**src/rtl/regwin_pkg.sv**
```systemverilog
package regwin_pkg;

    typedef enum logic [2:0] {
        WOP_NONE  = 3'd0,
        WOP_CALL  = 3'd1,
        WOP_ENTRY = 3'd2,
        WOP_RETW  = 3'd3,
        WOP_ROTW  = 3'd4
    } win_op_e;

    localparam int TRAP_W = 3;

    function automatic logic [TRAP_W-1:0] trap_pack(input logic is_fill, input logic [1:0] size_m1);
        return {is_fill, size_m1};
    endfunction

endpackage

```
**src/rtl/regwin_map.sv**
```systemverilog
module regwin_map #(
    parameter  int NQ    = 16,
    parameter  int QREGS = 4,
    parameter  int VQ    = 4,
    localparam int QB    = $clog2(NQ),
    localparam int RQB   = $clog2(QREGS),
    localparam int LB    = $clog2(VQ * QREGS),
    localparam int PB    = $clog2(NQ * QREGS)
) (
    input  logic [QB-1:0] base,
    input  logic [LB-1:0] lreg,
    output logic [PB-1:0] preg
);

    logic [QB-1:0] phys_quad;

    // quad counter wraps naturally because NQ is a power of two
    assign phys_quad = base + QB'(lreg[LB-1:RQB]);
    assign preg      = {phys_quad, lreg[RQB-1:0]};

endmodule

```
**src/rtl/regwin_ovf_scan.sv**
```systemverilog
module regwin_ovf_scan #(
    parameter  int NQ = 16,
    parameter  int VQ = 4,
    localparam int QB = $clog2(NQ),
    localparam int OB = $clog2(VQ)
) (
    input  logic [NQ-1:0] ws,
    input  logic [QB-1:0] base,
    input  logic [OB-1:0] qoff,
    output logic          hit,
    output logic [1:0]    size_m1
);

    logic [VQ-1:1] cand;
    logic [QB-1:0] frame_q;
    logic [QB-1:0] next1;
    logic [QB-1:0] next2;

    // one candidate per visible quad above A0-A3
    for (genvar k = 1; k < VQ; k++) begin : g_off
        logic [QB-1:0] q_at;
        assign q_at    = base + QB'(k);
        assign cand[k] = (OB'(k) <= qoff) && ws[q_at];
    end

    // nearest owning frame wins: scan from far to near
    always_comb begin
        hit     = 1'b0;
        frame_q = '0;
        for (int k = VQ - 1; k >= 1; k--) begin
            if (cand[k]) begin
                hit     = 1'b1;
                frame_q = base + QB'(k);
            end
        end
    end

    assign next1 = frame_q + QB'(1);
    assign next2 = frame_q + QB'(2);

    always_comb begin
        if (ws[next1])      size_m1 = 2'd0;
        else if (ws[next2]) size_m1 = 2'd1;
        else                size_m1 = 2'd2;
    end

endmodule

```
**src/rtl/regwin_ctrl.sv**
```systemverilog
module regwin_ctrl
    import regwin_pkg::*;
#(
    parameter  int NQ    = 16,
    parameter  int QREGS = 4,
    parameter  int XLEN  = 32,
    localparam int VQ    = 4,
    localparam int QB    = $clog2(NQ),
    localparam int LB    = $clog2(VQ * QREGS),
    localparam int PB    = $clog2(NQ * QREGS),
    localparam int OB    = $clog2(VQ),
    localparam int RQB   = $clog2(QREGS)
) (
    input  logic              clk,
    input  logic              rst_n,
    input  logic              op_valid,
    input  logic [2:0]        op_kind,
    input  logic [1:0]        op_inc,
    input  logic [QB-1:0]     op_rot,
    input  logic [XLEN-1:0]   op_frame,
    input  logic [1:0]        a0_inc,
    input  logic [XLEN-1:0]   a1_val,
    input  logic [XLEN-3:0]   ret_low,
    input  logic              acc_valid,
    input  logic [LB-1:0]     acc_reg,
    output logic [PB-1:0]     acc_preg,
    output logic              ret_wr_en,
    output logic [XLEN-1:0]   ret_wr_data,
    output logic              a1_wr_en,
    output logic [PB-1:0]     a1_wr_preg,
    output logic [XLEN-1:0]   a1_wr_data,
    output logic              trap_valid,
    output logic [TRAP_W-1:0] trap_code,
    input  logic              wb_wr_en,
    input  logic [QB-1:0]     wb_wr_data,
    input  logic              ws_wr_en,
    input  logic [NQ-1:0]     ws_wr_data,
    output logic [QB-1:0]     win_base,
    output logic [NQ-1:0]     win_start,
    output logic [1:0]        call_inc
);

    typedef struct packed {
        logic [QB-1:0]     wb;
        logic [NQ-1:0]     ws;
        logic [1:0]        cinc;
        logic              trap;
        logic [TRAP_W-1:0] tcode;
    } win_state_t;

    win_state_t st_d, st_q;

    logic          sw_any;
    logic          spill_hit;
    logic [1:0]    spill_sz;
    logic          spill_now;
    logic [QB-1:0] entry_base_d;
    logic [QB-1:0] ret_base_d;
    logic [1:0]    fill_sz_d;

    assign sw_any       = wb_wr_en | ws_wr_en;
    assign spill_now    = acc_valid & spill_hit;
    assign entry_base_d = st_q.wb + QB'(st_q.cinc);
    assign ret_base_d   = st_q.wb - QB'(a0_inc);
    assign fill_sz_d    = (a0_inc == 2'd0) ? 2'd0 : a0_inc - 2'd1;

    regwin_map #(.NQ(NQ), .QREGS(QREGS), .VQ(VQ)) u_acc_map (
        .base (st_q.wb),
        .lreg (acc_reg),
        .preg (acc_preg)
    );

    regwin_map #(.NQ(NQ), .QREGS(QREGS), .VQ(VQ)) u_a1_map (
        .base (entry_base_d),
        .lreg (LB'(1)),
        .preg (a1_wr_preg)
    );

    regwin_ovf_scan #(.NQ(NQ), .VQ(VQ)) u_scan (
        .ws      (st_q.ws),
        .base    (st_q.wb),
        .qoff    (acc_reg[LB-1:RQB]),
        .hit     (spill_hit),
        .size_m1 (spill_sz)
    );

    assign ret_wr_data = {op_inc, ret_low};
    assign a1_wr_data  = a1_val - op_frame;

    always_comb begin
        st_d       = st_q;
        st_d.trap  = 1'b0;
        st_d.tcode = '0;
        ret_wr_en  = 1'b0;
        a1_wr_en   = 1'b0;
        if (sw_any) begin
            if (wb_wr_en) st_d.wb = wb_wr_data;
            if (ws_wr_en) st_d.ws = ws_wr_data;
        end else if (spill_now) begin
            st_d.trap  = 1'b1;
            st_d.tcode = trap_pack(1'b0, spill_sz);
        end else if (op_valid) begin
            case (op_kind)
                WOP_CALL: begin
                    st_d.cinc = op_inc;
                    ret_wr_en = 1'b1;
                end
                WOP_ENTRY: begin
                    st_d.wb               = entry_base_d;
                    st_d.ws[entry_base_d] = 1'b1;
                    a1_wr_en              = 1'b1;
                end
                WOP_RETW: begin
                    if (!st_q.ws[ret_base_d]) begin
                        st_d.trap  = 1'b1;
                        st_d.tcode = trap_pack(1'b1, fill_sz_d);
                    end else begin
                        st_d.ws[st_q.wb] = 1'b0;
                        st_d.wb          = ret_base_d;
                    end
                end
                WOP_ROTW: begin
                    st_d.wb = st_q.wb + op_rot;
                end
                default: ;
            endcase
        end
    end

    always_ff @(posedge clk) begin
        if (!rst_n) begin
            st_q.wb    <= '0;
            st_q.ws    <= NQ'(1);
            st_q.cinc  <= '0;
            st_q.trap  <= 1'b0;
            st_q.tcode <= '0;
        end else begin
            st_q <= st_d;
        end
    end

    assign trap_valid = st_q.trap;
    assign trap_code  = st_q.tcode;
    assign win_base   = st_q.wb;
    assign win_start  = st_q.ws;
    assign call_inc   = st_q.cinc;


    trap_no_commit_chk: assert property (@(posedge clk) disable iff (!rst_n)
        trap_valid |-> (win_base == $past(win_base) && win_start == $past(win_start)));


    fill_from_return_chk: assert property (@(posedge clk) disable iff (!rst_n)
        (trap_valid && trap_code[TRAP_W-1]) |-> $past(op_valid && op_kind == WOP_RETW));


    entry_marks_base_chk: assert property (@(posedge clk) disable iff (!rst_n)
        (op_valid && op_kind == WOP_ENTRY && !sw_any && !spill_now) |=> win_start[win_base]);


    call_latches_inc_chk: assert property (@(posedge clk) disable iff (!rst_n)
        ret_wr_en |=> (call_inc == $past(op_inc)));


    spill_size_range_chk: assert property (@(posedge clk) disable iff (!rst_n)
        trap_valid |-> (trap_code[1:0] != 2'b11));


    sw_write_quiet_chk: assert property (@(posedge clk) disable iff (!rst_n)
        (wb_wr_en || ws_wr_en) |=> !trap_valid);

endmodule

```
**config.mk**
```make
export PLATFORM = sky130hd
export DESIGN_NAME = regwin_ctrl
export DESIGN_NICKNAME = d
export VERILOG_FILES = /design/src/rtl/regwin_pkg.sv /design/src/rtl/regwin_map.sv /design/src/rtl/regwin_ovf_scan.sv /design/src/rtl/regwin_ctrl.sv
export SDC_FILE = /design/constraint.sdc
export NUM_CORES = 1
export LEC_CHECK = 0
export BUFFER_PORTS_ARGS = -buffer_cell sky130_fd_sc_hd__buf_2
export CORE_ASPECT_RATIO = 2
export CORE_MARGIN = 2
export CORE_UTILIZATION = 51
export DETAILED_ROUTE_END_ITERATION = 8
export HOLD_SLACK_MARGIN = 0.03
export PLACE_DENSITY = 0.87
export SYNTH_ARGS = -nofsm -noshare
export SYNTH_HDL_FRONTEND = slang
export SYNTH_HIERARCHICAL = 1
export SYNTH_SLANG_ARGS = --single-unit
```
**constraint.sdc**
```tcl
create_clock -name clk -period 5.55 [get_ports clk]
set_input_delay 0.555 -clock clk [delete_from_list [all_inputs] [get_ports clk]]
set_output_delay 0.555 -clock clk [all_outputs]
set_load 0.1 [all_outputs]
```
Yosys cells after proc, flatten, opt, wreduce, memory -nomap -nowiden
Index checks and enable logic that the tools add are counted.

Word-level logic and storage cells: 107. Output and inout port bits: 104. Input bits: 135. Register bits: 26.

Bitwise gates (word level): 10. $lt $le $gt $ge: 13. Add/sub/neg operators: 11. Multiplexer cells: 45. Equality and inequality tests: 8. Reduce and logical (&&, ||, !) cells: 14.

Operators with widths (count): < comparator 4 x 5 -> 1 bit (second input constant) (8); two-way mux 20 bit (2); one-hot mux 16 bit (2 select lines) (1); subtractor 32 bit (1); two-way mux 4 bit (7); two-way mux 26 bit (1); binary-select mux 1 bit (select 4 bit) (6); two-way mux 22 bit (1); two-way mux 1 bit (19); bitwise AND 16 bit (1); two-way mux 16 bit (1); inverter 16 bit (1); OR 16 bit (1); adder 4 x 2 -> 4 bit (second input constant) (3); one-hot mux 4 bit (3 select lines) (1); AND reduction 5 bit (2); adder 4 x 1 -> 4 bit (second input constant) (2); adder 4 x 2 -> 4 bit (2); demux 1 bit (select 4 bit) (2); greater-or-equal comparator 4 x 1 -> 1 bit (second input constant) (2); two-way mux 2 bit (4); equality test 3 x 2 -> 1 bit (second input constant) (2); != test 2 bit (second input constant) (3); logical AND 1 bit (5); other kinds (18) (23).

Longest topological paths before layout
Gate-level depths: netlist of the first run.

Depth in word-level cells: 13. Depth in mapped cells: 23. Gate-level depth less buffers: 16.

Hierarchy
The synthesis of the first run kept the hierarchy.

Modules (own cells, without submodules): regwin_ctrl (seq. area each 520.5 um2, instances 1, cells each 624, area an instance 4379.2 um2); regwin_ovf_scan (seq. area each 0.0 um2, instances 1, cells each 169, area an instance 1386.3 um2); regwin_map (seq. area each 0.0 um2, instances 2, cells each 11, area an instance 101.3 um2).

Least setup slack after synthesis of the first run
Ideal clock, no wire load.

Path type: register -> output. From: reg st_q (netlist bit win_base[0]). To: out ret_wr_en. Stages on the path, launching flop included: 18. Arrival time: 6669 ps. Buffers on the path: 7. Slack: -1674 ps. Required time: 4995 ps. Cell sequence: dfxtp_1 buf_6 buf_6 buf_4 inv_1 clkbuf_1 ha_1 buf_2 mux4_2 nand3b_1 o21ai_2 clkbuf_1 clkbuf_1 nor2_1 nand2_1 a21boi_2 nand2_1 nor3_1.

Cells in the longest elaborated chain, start to end: 10. Elaborated cells between the ends (all ways): 18. Classes of those cells: 3 x add/sub; 11 x mux; 1 x bitwise; 3 x reduce/logical.

Ends and longest elaborated chain: from (decl) (line regwin_ctrl.sv:51) `win_state_t st_d, st_q;`; from (signal assigned) (line regwin_ctrl.sv:138) `st_q <= st_d;`; adder 4 x 2 -> 4 bit (line regwin_ovf_scan.sv:22) `assign q_at = base + QB'(k);`; binary-select mux 1 bit (select 4 bit) (line regwin_ovf_scan.sv:23) `assign cand[k] = (OB'(k) <= qoff) && ws[q_at];`; two-way mux 1 bit (implied by the code) (line regwin_ovf_scan.sv:23); logical AND 1 bit (line regwin_ovf_scan.sv:23); two-way mux 1 bit (2 in a row) (line regwin_ovf_scan.sv:31) `if (cand[k]) begin`; two-way mux 1 bit * (line regwin_ovf_scan.sv:31); named net spill_hit (line regwin_ctrl.sv:54) `logic spill_hit;`; bitwise AND 1 bit * (line regwin_ctrl.sv:62) `assign spill_now = acc_valid & spill_hit;`; two-way mux 1 bit * (line regwin_ctrl.sv:99) `end else if (spill_now) begin`; two-way mux 1 bit * (line regwin_ctrl.sv:96) `if (sw_any) begin`; to (decl) (line regwin_ctrl.sv:27) `output logic ret_wr_en,`.

The timed path passes the listed nets; every way through them passes the cells marked *. The select of a mux whose other input is x is not followed.

Worst setup path after layout of the first run
From: reg st_q (netlist bit win_base[0]). To: reg st_q (netlist bit trap_code[1]).

Cells in the longest elaborated chain, start to end: 13. Elaborated cells between the ends (all ways): 34. Classes of those cells: 6 x add/sub; 24 x mux; 1 x bitwise; 3 x reduce/logical.

Ends and longest elaborated chain: adder 4 x 2 -> 4 bit (line regwin_ovf_scan.sv:22, regwin_ovf_scan.sv:33); binary-select mux 1 bit (select 4 bit) (line regwin_ovf_scan.sv:23); two-way mux 1 bit (implied by the code) (line regwin_ovf_scan.sv:23); logical AND 1 bit (line regwin_ovf_scan.sv:23); two-way mux 4 bit (2 in a row) (line regwin_ovf_scan.sv:31); two-way mux 4 bit * (line regwin_ovf_scan.sv:31); adder 4 x 2 -> 4 bit (line regwin_ovf_scan.sv:39) `assign next2 = frame_q + QB'(2);`; binary-select mux 1 bit (select 4 bit) (line regwin_ovf_scan.sv:43) `else if (ws[next2]) size_m1 = 2'd1;`; two-way mux 1 bit (implied by the code) (line regwin_ovf_scan.sv:43); two-way mux 2 bit (line regwin_ovf_scan.sv:43); two-way mux 2 bit * (line regwin_ovf_scan.sv:42) `if (ws[next1]) size_m1 = 2'd0;`; named net spill_sz[1] (line regwin_ctrl.sv:55) `logic [1:0] spill_sz;`; two-way mux 4 bit * (line regwin_ctrl.sv:99).

Marks and branches as above. A chain may end at the register's enable or synchronous reset.

==> out/metrics.cfg, run 1 <==
[outcome]
status=finished, violations left
violations=DRC

[pwr]
internal-power_mw=0.6882
power_density_nw_per_um2=257.4
seqPwrFrac=0.125
ir_drop_v=0.0002170
clkPwrFrac=0.126
p_total_mw=1.760
p_switching_mw=1.072
comb_power_share=0.749
p_leak_nw=3.204
switching_share=0.6090

[die]
dieWidth_um=80.50
core_area_um2=11350
dieArea_um2=12640
io_pins=239
start_util=0.5256
die_h_um=157.0
fp-row-count=55

[sta]
drv_slew=0
worstMarginPinSlew_ns=0.8330
slew_headroom=0.4446
timing.final.crit_share=0.8883
skew_ns=0.004557
holdWs_ns=0.5497
period_needed_ns=4.930
fin_tns_setup_ns=0
max_freq_mhz=202.8
finalSetupViolCount=0
worst_slack_ns=0.6200
rsz0062_at_grt=false
hold_viol=0

[clock_tree]
root_buffer=clkbuf_16
cts_resized=0
cts_buffers=3
cts_tree=yes
numClockSinks=26
cts_buffer_depth=2
clkTransAtPathRegs_ns=0.07
clk-insertion-delay-late_ns=0.27
post_cts_buffers=0
htree_levels=1
holdBufCountCts=0

[placement]
place_hpwl_um=17460
port_buffers=172
place_inst=1071
dp_slack_ns=0.7033
place_congestion=1.042
postPlaceCellArea_um2=6731

[worst_setup_path]
crit_slowest_cell=ha_1
reg2reg_slack_ns=0.62
worstRegToRegCells=15
critPathMaxStageDelay_ns=0.71
endpoint=trap_code[1]$_SDFF_PP0_
worst-path-buf-inv=2
timing.rr.end=trap_code[1]$_SDFF_PP0_
crit_start=win_base[0]$_SDFFE_PN0P_
critical_path.cell_chain=inv_1 > ha_1 > mux4_2 > mux2i_1 > or3_1 > o21ai_4 > and2_1 > a211oi_2 > inv_1 > ha_1 > mux4_1 > mux4_2 > and4b_1 > a32oi_1 > nor2_1
crit_path_end_kind=register
crit_fanout=15
r2r_start=win_base[0]$_SDFFE_PN0P_
path_class=reg -> reg
critical-path-top-delay-family=multiplexers
worst-path-stages=15
start_kind=register
arrival_ns=5.15
cp.required_ns=5.77

[finish]
fin_area_um2=6837
final_nets=1123
drive_gt1_frac=0.2562
post-route-util=0.6021
area_delta_synth_final_pct=14.55
layout.cells.non_filler=1075
antennaDiodeCount=0

[detailed_routing]
wl_per_cell_um=20.73
antenna_left=0
drc_errors=1
num_vias=7062
routed_wl_um=22290
first_pass_iters=8
drtIter0Drc=461
via_per_inst=6.569

[synth]
yosys.area.top_type=ha_1
synth_edf_count=0
syn_inst=815
synthTopCellsByArea=ha_1, dfxtp_1, a21oi_1
synth_ff_type=dfxtp_1
yosysWarnings=6
ys_seq_elements=26
synthArstFlopShare=0
synthesis.area_um2=5968
synth.distinct_cells=80
avgSynthCellArea_um2=7.323
ys_seq_area_frac=0.08721
yosysTopAreaCellShare=0.1006

[global_route]
top_usage_layer=met2
grtUsageTotal=0.3603
grt_overflow=0
grtUsageMet1=0.3159
grt.met2_usage=0.6635
met3_usage=0.08028
grt_pass1_vias=6953
grt_pass1_wl_um=34930
antenna_found_initial=0
grt_max_degree=56

[worst_hold_path]
hold_path_class=in -> reg

[job]
drv_cap=0

## tightest hold or removal path, stage by stage
cell     delay (ns)
buf_2          0.09
mux2i_1        0.07
nor2_1         0.07
## worst min path at each step
stage | start | endpoint | slack [ns] | cells past startpoint
floorplan | a0_inc[0] | trap_code[1]$_SDFF_PP0_ | 0.69 | 2
global placement | call_inc[0]$_SDFFE_PN0P_ | call_inc[0]$_SDFFE_PN0P_ | 0.54 | 2
detailed placement | call_inc[0]$_SDFFE_PN0P_ | call_inc[0]$_SDFFE_PN0P_ | 0.56 | 2
CTS | op_inc[1] | call_inc[1]$_SDFFE_PN0P_ | 0.55 | 3
global route | op_inc[1] | call_inc[1]$_SDFFE_PN0P_ | 0.57 | 3
finish | op_inc[1] | call_inc[1]$_SDFFE_PN0P_ | 0.55 | 3
## cells by family (layout without fill, tap and decap cells)
kind of cell	after synthesis	count (layout)	synth area share
simple gates	268	268	0.2291
fa+ha+maj	54	54	0.1208
flops	26	26	0.08721
mux	34	34	0.09371
compound gates	249	249	0.2874
other cells	2	5	0.001258
buf+inv	140	255	0.1164
xor+xnor	42	42	0.06415
## per-layer routing
| layer | part of all wire | vias to the layer above |
|---|---|---|
| met5 | 0 | - |
| met4 | 0.10 | 0 |
| met3 | 0.081 | 166 |
| met2 | 0.52 | 542 |
| met1 | 0.29 | 3141 |
| li1 | - | 3213 |
## flip-flops by register name, indices dropped and copies added, names as in the netlist
name	cells
trap_code	3
trap_valid	1
call_inc	2
win_start	16
win_base	4
## cells in the final DEF (no fill, tap or decap), types with 6 or more instances in the layout
cell type and count:
a21o_1 19, mux2i_1 9, a21oi_1 70, o2111ai_1 7, o211ai_1 6, nor2b_1 13
inv_1 64, ha_1 48, o21ai_0 45, nand2_1 59, a211o_1 6, buf_2 170
a211oi_1 9, xnor2_1 28, buf_4 15, nor3_1 22, nor3b_1 10, xor2_1 12
nor2_1 50, o31ai_1 11, fa_1 6, or3_1 7, nand3_1 48, and3_1 8
dfxtp_1 24, a31oi_1 10, mux4_2 11, nand4_1 8, and2_1 6, mux2_2 9
nand2b_1 11
## final cells by class
cell class	instances	area [µm²]
inverters	64	240.2
repair buffers	187	1003
clock inverters	1	30.03
well taps	142	177.7
fillers	1070	4518
flip-flops and latches	26	523.0
clock buffers	3	75.07
multi-input cells	652	4787
## Yosys cell counts (all sizes together) (6+ instances only)
| library cell | count |
|---|---|
| a31oi | 12 |
| or3 | 7 |
| ha | 48 |
| nand3 | 48 |
| nor2b | 13 |
| a211oi | 13 |
| a211o | 7 |
| nand2 | 60 |
| nand4 | 8 |
| buf | 48 |
| xor2 | 13 |
| fa | 6 |
| xnor2 | 29 |
| and2 | 7 |
| mux2 | 10 |
| a21o | 19 |
| nor3 | 24 |
| a21oi | 70 |
| o2111ai | 7 |
| inv | 64 |
| nor3b | 10 |
| mux4 | 15 |
| and3 | 8 |
| o211ai | 6 |
| a21boi | 6 |
| dfxtp | 26 |
| o31ai | 11 |
| clkbuf | 28 |
| mux2i | 9 |
| nand2b | 11 |
| nor2 | 50 |
| o21ai | 49 |
## power groups by stage
stage | combinational, mW | sequential [mW] | clock [mW]
detailed placement | 1.29 | 0.223 | 0
CTS | 1.30 | 0.219 | 0.220
finish | 1.32 | 0.221 | 0.221
global placement | 1.28 | 0.223 | 0
global route | 1.38 | 0.222 | 0.230
floorplan | 1.08 | 0.299 | 0
Note: power is estimated with default switching activity, not from simulation.
==> inputs of run 2 (changes only) <==
Settings changed: ABC_AREA from default to 1, CORE_UTILIZATION 51 to 52.
==> out/metrics.cfg, run 2 <==
[finish]
area_delta_synth_final_pct=11.82
antennaDiodeCount=0  ; unchanged
fillerInstances=1248  ; +17%
layout.cells.non_filler=1375  ; +28%
final_cell_mix=nand2_1, buf_2, nand3_1, inv_1, nor2_1
fin_area_um2=7042  ; +3.0%
seqCellArea_um2=520.5  ; -0.48%
multi_input_area_um2=4777  ; -0.21%
final_nets=1420  ; +26%
drive_gt1_frac=0.1862  ; -0.06998
final_common_cell=nand2_1
post-route-util=0.5982  ; -0.003880
largest_reg_flops=16  ; unchanged

[clock_tree]
clkTransAtPathRegs_ns=0.07  ; about the same
cts_buffer_depth=2  ; unchanged
htree_levels=1  ; unchanged
holdBufCountCts=0  ; unchanged
cts_buffers=3  ; unchanged
clk-insertion-delay-late_ns=0.28  ; about the same
cts_tree=yes
cts_resized=0  ; unchanged
post_cts_buffers=0  ; unchanged
root_buffer=clkbuf_16
numClockSinks=26  ; unchanged

[detailed_routing]
num_vias=7967  ; +13%
drtIter0Drc=506  ; +9.8%
routed_wl_um=24910  ; +12%
wl_per_cell_um=18.11  ; -13%
drc_errors=0  ; -1
first_pass_iters=6  ; -2
antenna_left=0  ; unchanged
via_per_inst=5.794  ; -12%

[sta]
worstMarginPinSlew_ns=1.125  ; +0.2920 ns
timing.final.crit_share=0.7992  ; -0.08907
finalSetupViolCount=0  ; unchanged
fin_tns_setup_ns=0  ; unchanged
slew_headroom=0.2482  ; -0.1965
period_needed_ns=4.436  ; -0.4944 ns
drv_slew=0  ; unchanged
max_freq_mhz=225.4  ; +11%
skew_ns=0.007126  ; +0.002569 ns
hold_viol=0  ; unchanged
rsz0062_at_grt=false

[die]
io_pins=239  ; unchanged
die_h_um=159.6  ; +1.7%
fp-row-count=56  ; +1.8%
start_util=0.5350  ; +0.009350
dieWidth_um=81.82  ; +1.6%
dieArea_um2=13060  ; +3.4%
core_area_um2=11770  ; +3.7%

[outcome]
status=complete, no violations

[pwr]
seqPwrFrac=0.108  ; -0.017
power_density_nw_per_um2=310.7  ; +21%
p_leak_nw=3.991  ; +25%
comb_power_share=0.789  ; +0.040
ir_drop_v=0.0002674  ; +23%
internal-power_mw=0.7544  ; +9.6%
clkPwrFrac=0.102  ; -0.024
switching_share=0.6552  ; +0.04620
p_switching_mw=1.433  ; +34%

[global_route]
grtUsageTotal=0.3864  ; +0.02603
grt_max_degree=40  ; -29%
grt_pass1_wl_um=38580  ; +10%
antenna_found_initial=0  ; unchanged
grt_overflow=0  ; unchanged
grt_pass1_vias=7683  ; +10%

[worst_hold_path]
hold_path_depth=3  ; unchanged
hold_path_class=in -> reg

[synth]
synth-adder-area-share=0.1144  ; -0.006310
yosysWarnings=6  ; unchanged
synth_ff_type=dfxtp_1
synth.distinct_cells=47  ; -41%
synth_most_common_cell=nand2_1
yosys.area_share.simple=0.4240  ; +0.1949
synthTopCellsByArea=nand2_1, nand3_1, ha_1
synth_top_family_by_area=simple AND/OR/NAND/NOR gates
synth_compound_area_frac=0.1560  ; -0.1315
yosys.area.top_type=nand2_1
synth_edf_count=0  ; unchanged
yosysTopAreaCellShare=0.1919  ; +0.09130
syn_inst=1108  ; +36%
ys_seq_elements=26  ; unchanged
ys_seq_area_frac=0.08265  ; -0.004557
synth_common_cells=nand2_1, nand3_1, inv_1
synthesis.area_um2=6297  ; +5.5%
synthMuxAreaShare=0  ; -0.09371
synthArstFlopShare=0  ; unchanged
synth_xor_area_frac=0.05822  ; -0.005935
avgSynthCellArea_um2=5.683  ; -22%

[worst_setup_path]
crit_top_cell=nand2_1
worstRegToRegCells=21  ; +6
crit_fanout=24  ; +9
critical_path.cell_chain=ha_1 > nand2_2 > xor2_2 > inv_2 > nand3_2 > nand3_4 > nand2_1 > inv_1 > o21ai_0 > nand2_1 > nand2_1 > nor2_2 > inv_2 > nor4_4 > buf_2
crit_slowest_cell=dfxtp_1
start_kind=register
arrival_ns=3.88  ; -1.27 ns
cp.required_ns=4.99  ; -0.78 ns
crit_path_end_kind=output port
critPathMaxStageDelay_ns=1.04  ; +0.33 ns
path_class=reg -> out

[job]
drv_cap=0  ; unchanged

[placement]
postPlaceCellArea_um2=6937  ; +3.0%
port_buffers=172  ; unchanged
place_inst=1371  ; +28%
place_congestion=1.063  ; +1.9%
place_hpwl_um=20290  ; +16%

==> run 2: cell count changes after synthesis, sizes merged, moves of 19 or more <==
cell    previous run  this run
nand3             48       157
xnor2             29        10
nand2             60       332
inv               64       153
nor2              50        85
clkbuf            28         5
==> run 2: cell type report <==
| type | instances | share of cell area |
|---|---|---|
| Clock buffer | 3 | 0.01066 |
| Clock inverter | 1 | 0.004264 |
| Inverter | 153 | 0.08156 |
| Multi-Input combinational cell | 872 | 0.6784 |
| Sequential cell | 26 | 0.07392 |
| Tap cell | 145 | 0.02576 |
| Timing Repair Buffer | 175 | 0.1254 |
==> run 2: path summary, 6_finish.rpt <==
kind | start | to | slack [ns]
setup / recovery | win_base[2]$_SDFFE_PN0P_ | ret_wr_en | 1.11
hold / removal | op_inc[0] | call_inc[0]$_SDFFE_PN0P_ | 0.53
setup reg to reg | win_base[2]$_SDFFE_PN0P_ | trap_code[1]$_SDFF_PP0_ | 1.69
hold reg to reg | call_inc[1]$_SDFFE_PN0P_ | call_inc[1]$_SDFFE_PN0P_ | 0.54
==> run 2: power by group through the flow <==
stage | registers, mW | clock network [mW] | logic, mW
detailed placement | 0.240 | 0 | 1.69
floorplan | 0.333 | 0 | 1.38
global placement | 0.240 | 0 | 1.68
finish | 0.237 | 0.224 | 1.73
global route | 0.240 | 0.226 | 1.86
CTS | 0.236 | 0.225 | 1.70
==> run 2: metrics by stage <==
stage / power, mW / setup slack, ns / hold slack (ns)
2_1_floorplan: 1.711 / 0.4273 / 0.6899
5_1_grt: 2.324 / 0.7997 / 0.5582
3_3_place_gp: 1.921 / 1.546 / 0.5370
3_5_place_dp: 1.933 / 1.446 / 0.5396
4_1_cts: 2.157 / 1.135 / 0.5293
6_report: 2.188 / 1.114 / 0.5259
==> run 2: layer usage <==
metal | up-vias | track usage | wire [µm]
met5 | - | 0 | 0
met4 | 0 | 0.3621 | 2936
met3 | 186 | 0.1079 | 1853
met2 | 454 | 0.6925 | 13050
met1 | 3522 | 0.3127 | 7070
li1 | 3805 | - | -
==> run 2: critical path: cells and delay by family, from the launching register on <==
family          cells  cell delay (ns)
simple gates        8             1.06
buf+inv             4             0.83
flops               1             1.04
xor+xnor            1             0.18
fa+ha+maj           1             0.38
compound gates      1             0.09
==> run 2: logic make-up after synthesis <==
family | after synthesis
xor+xnor | 38
fa+ha+maj | 54
compound gates | 171
simple gates | 604
buf+inv | 213
other cells | 2
flops | 26
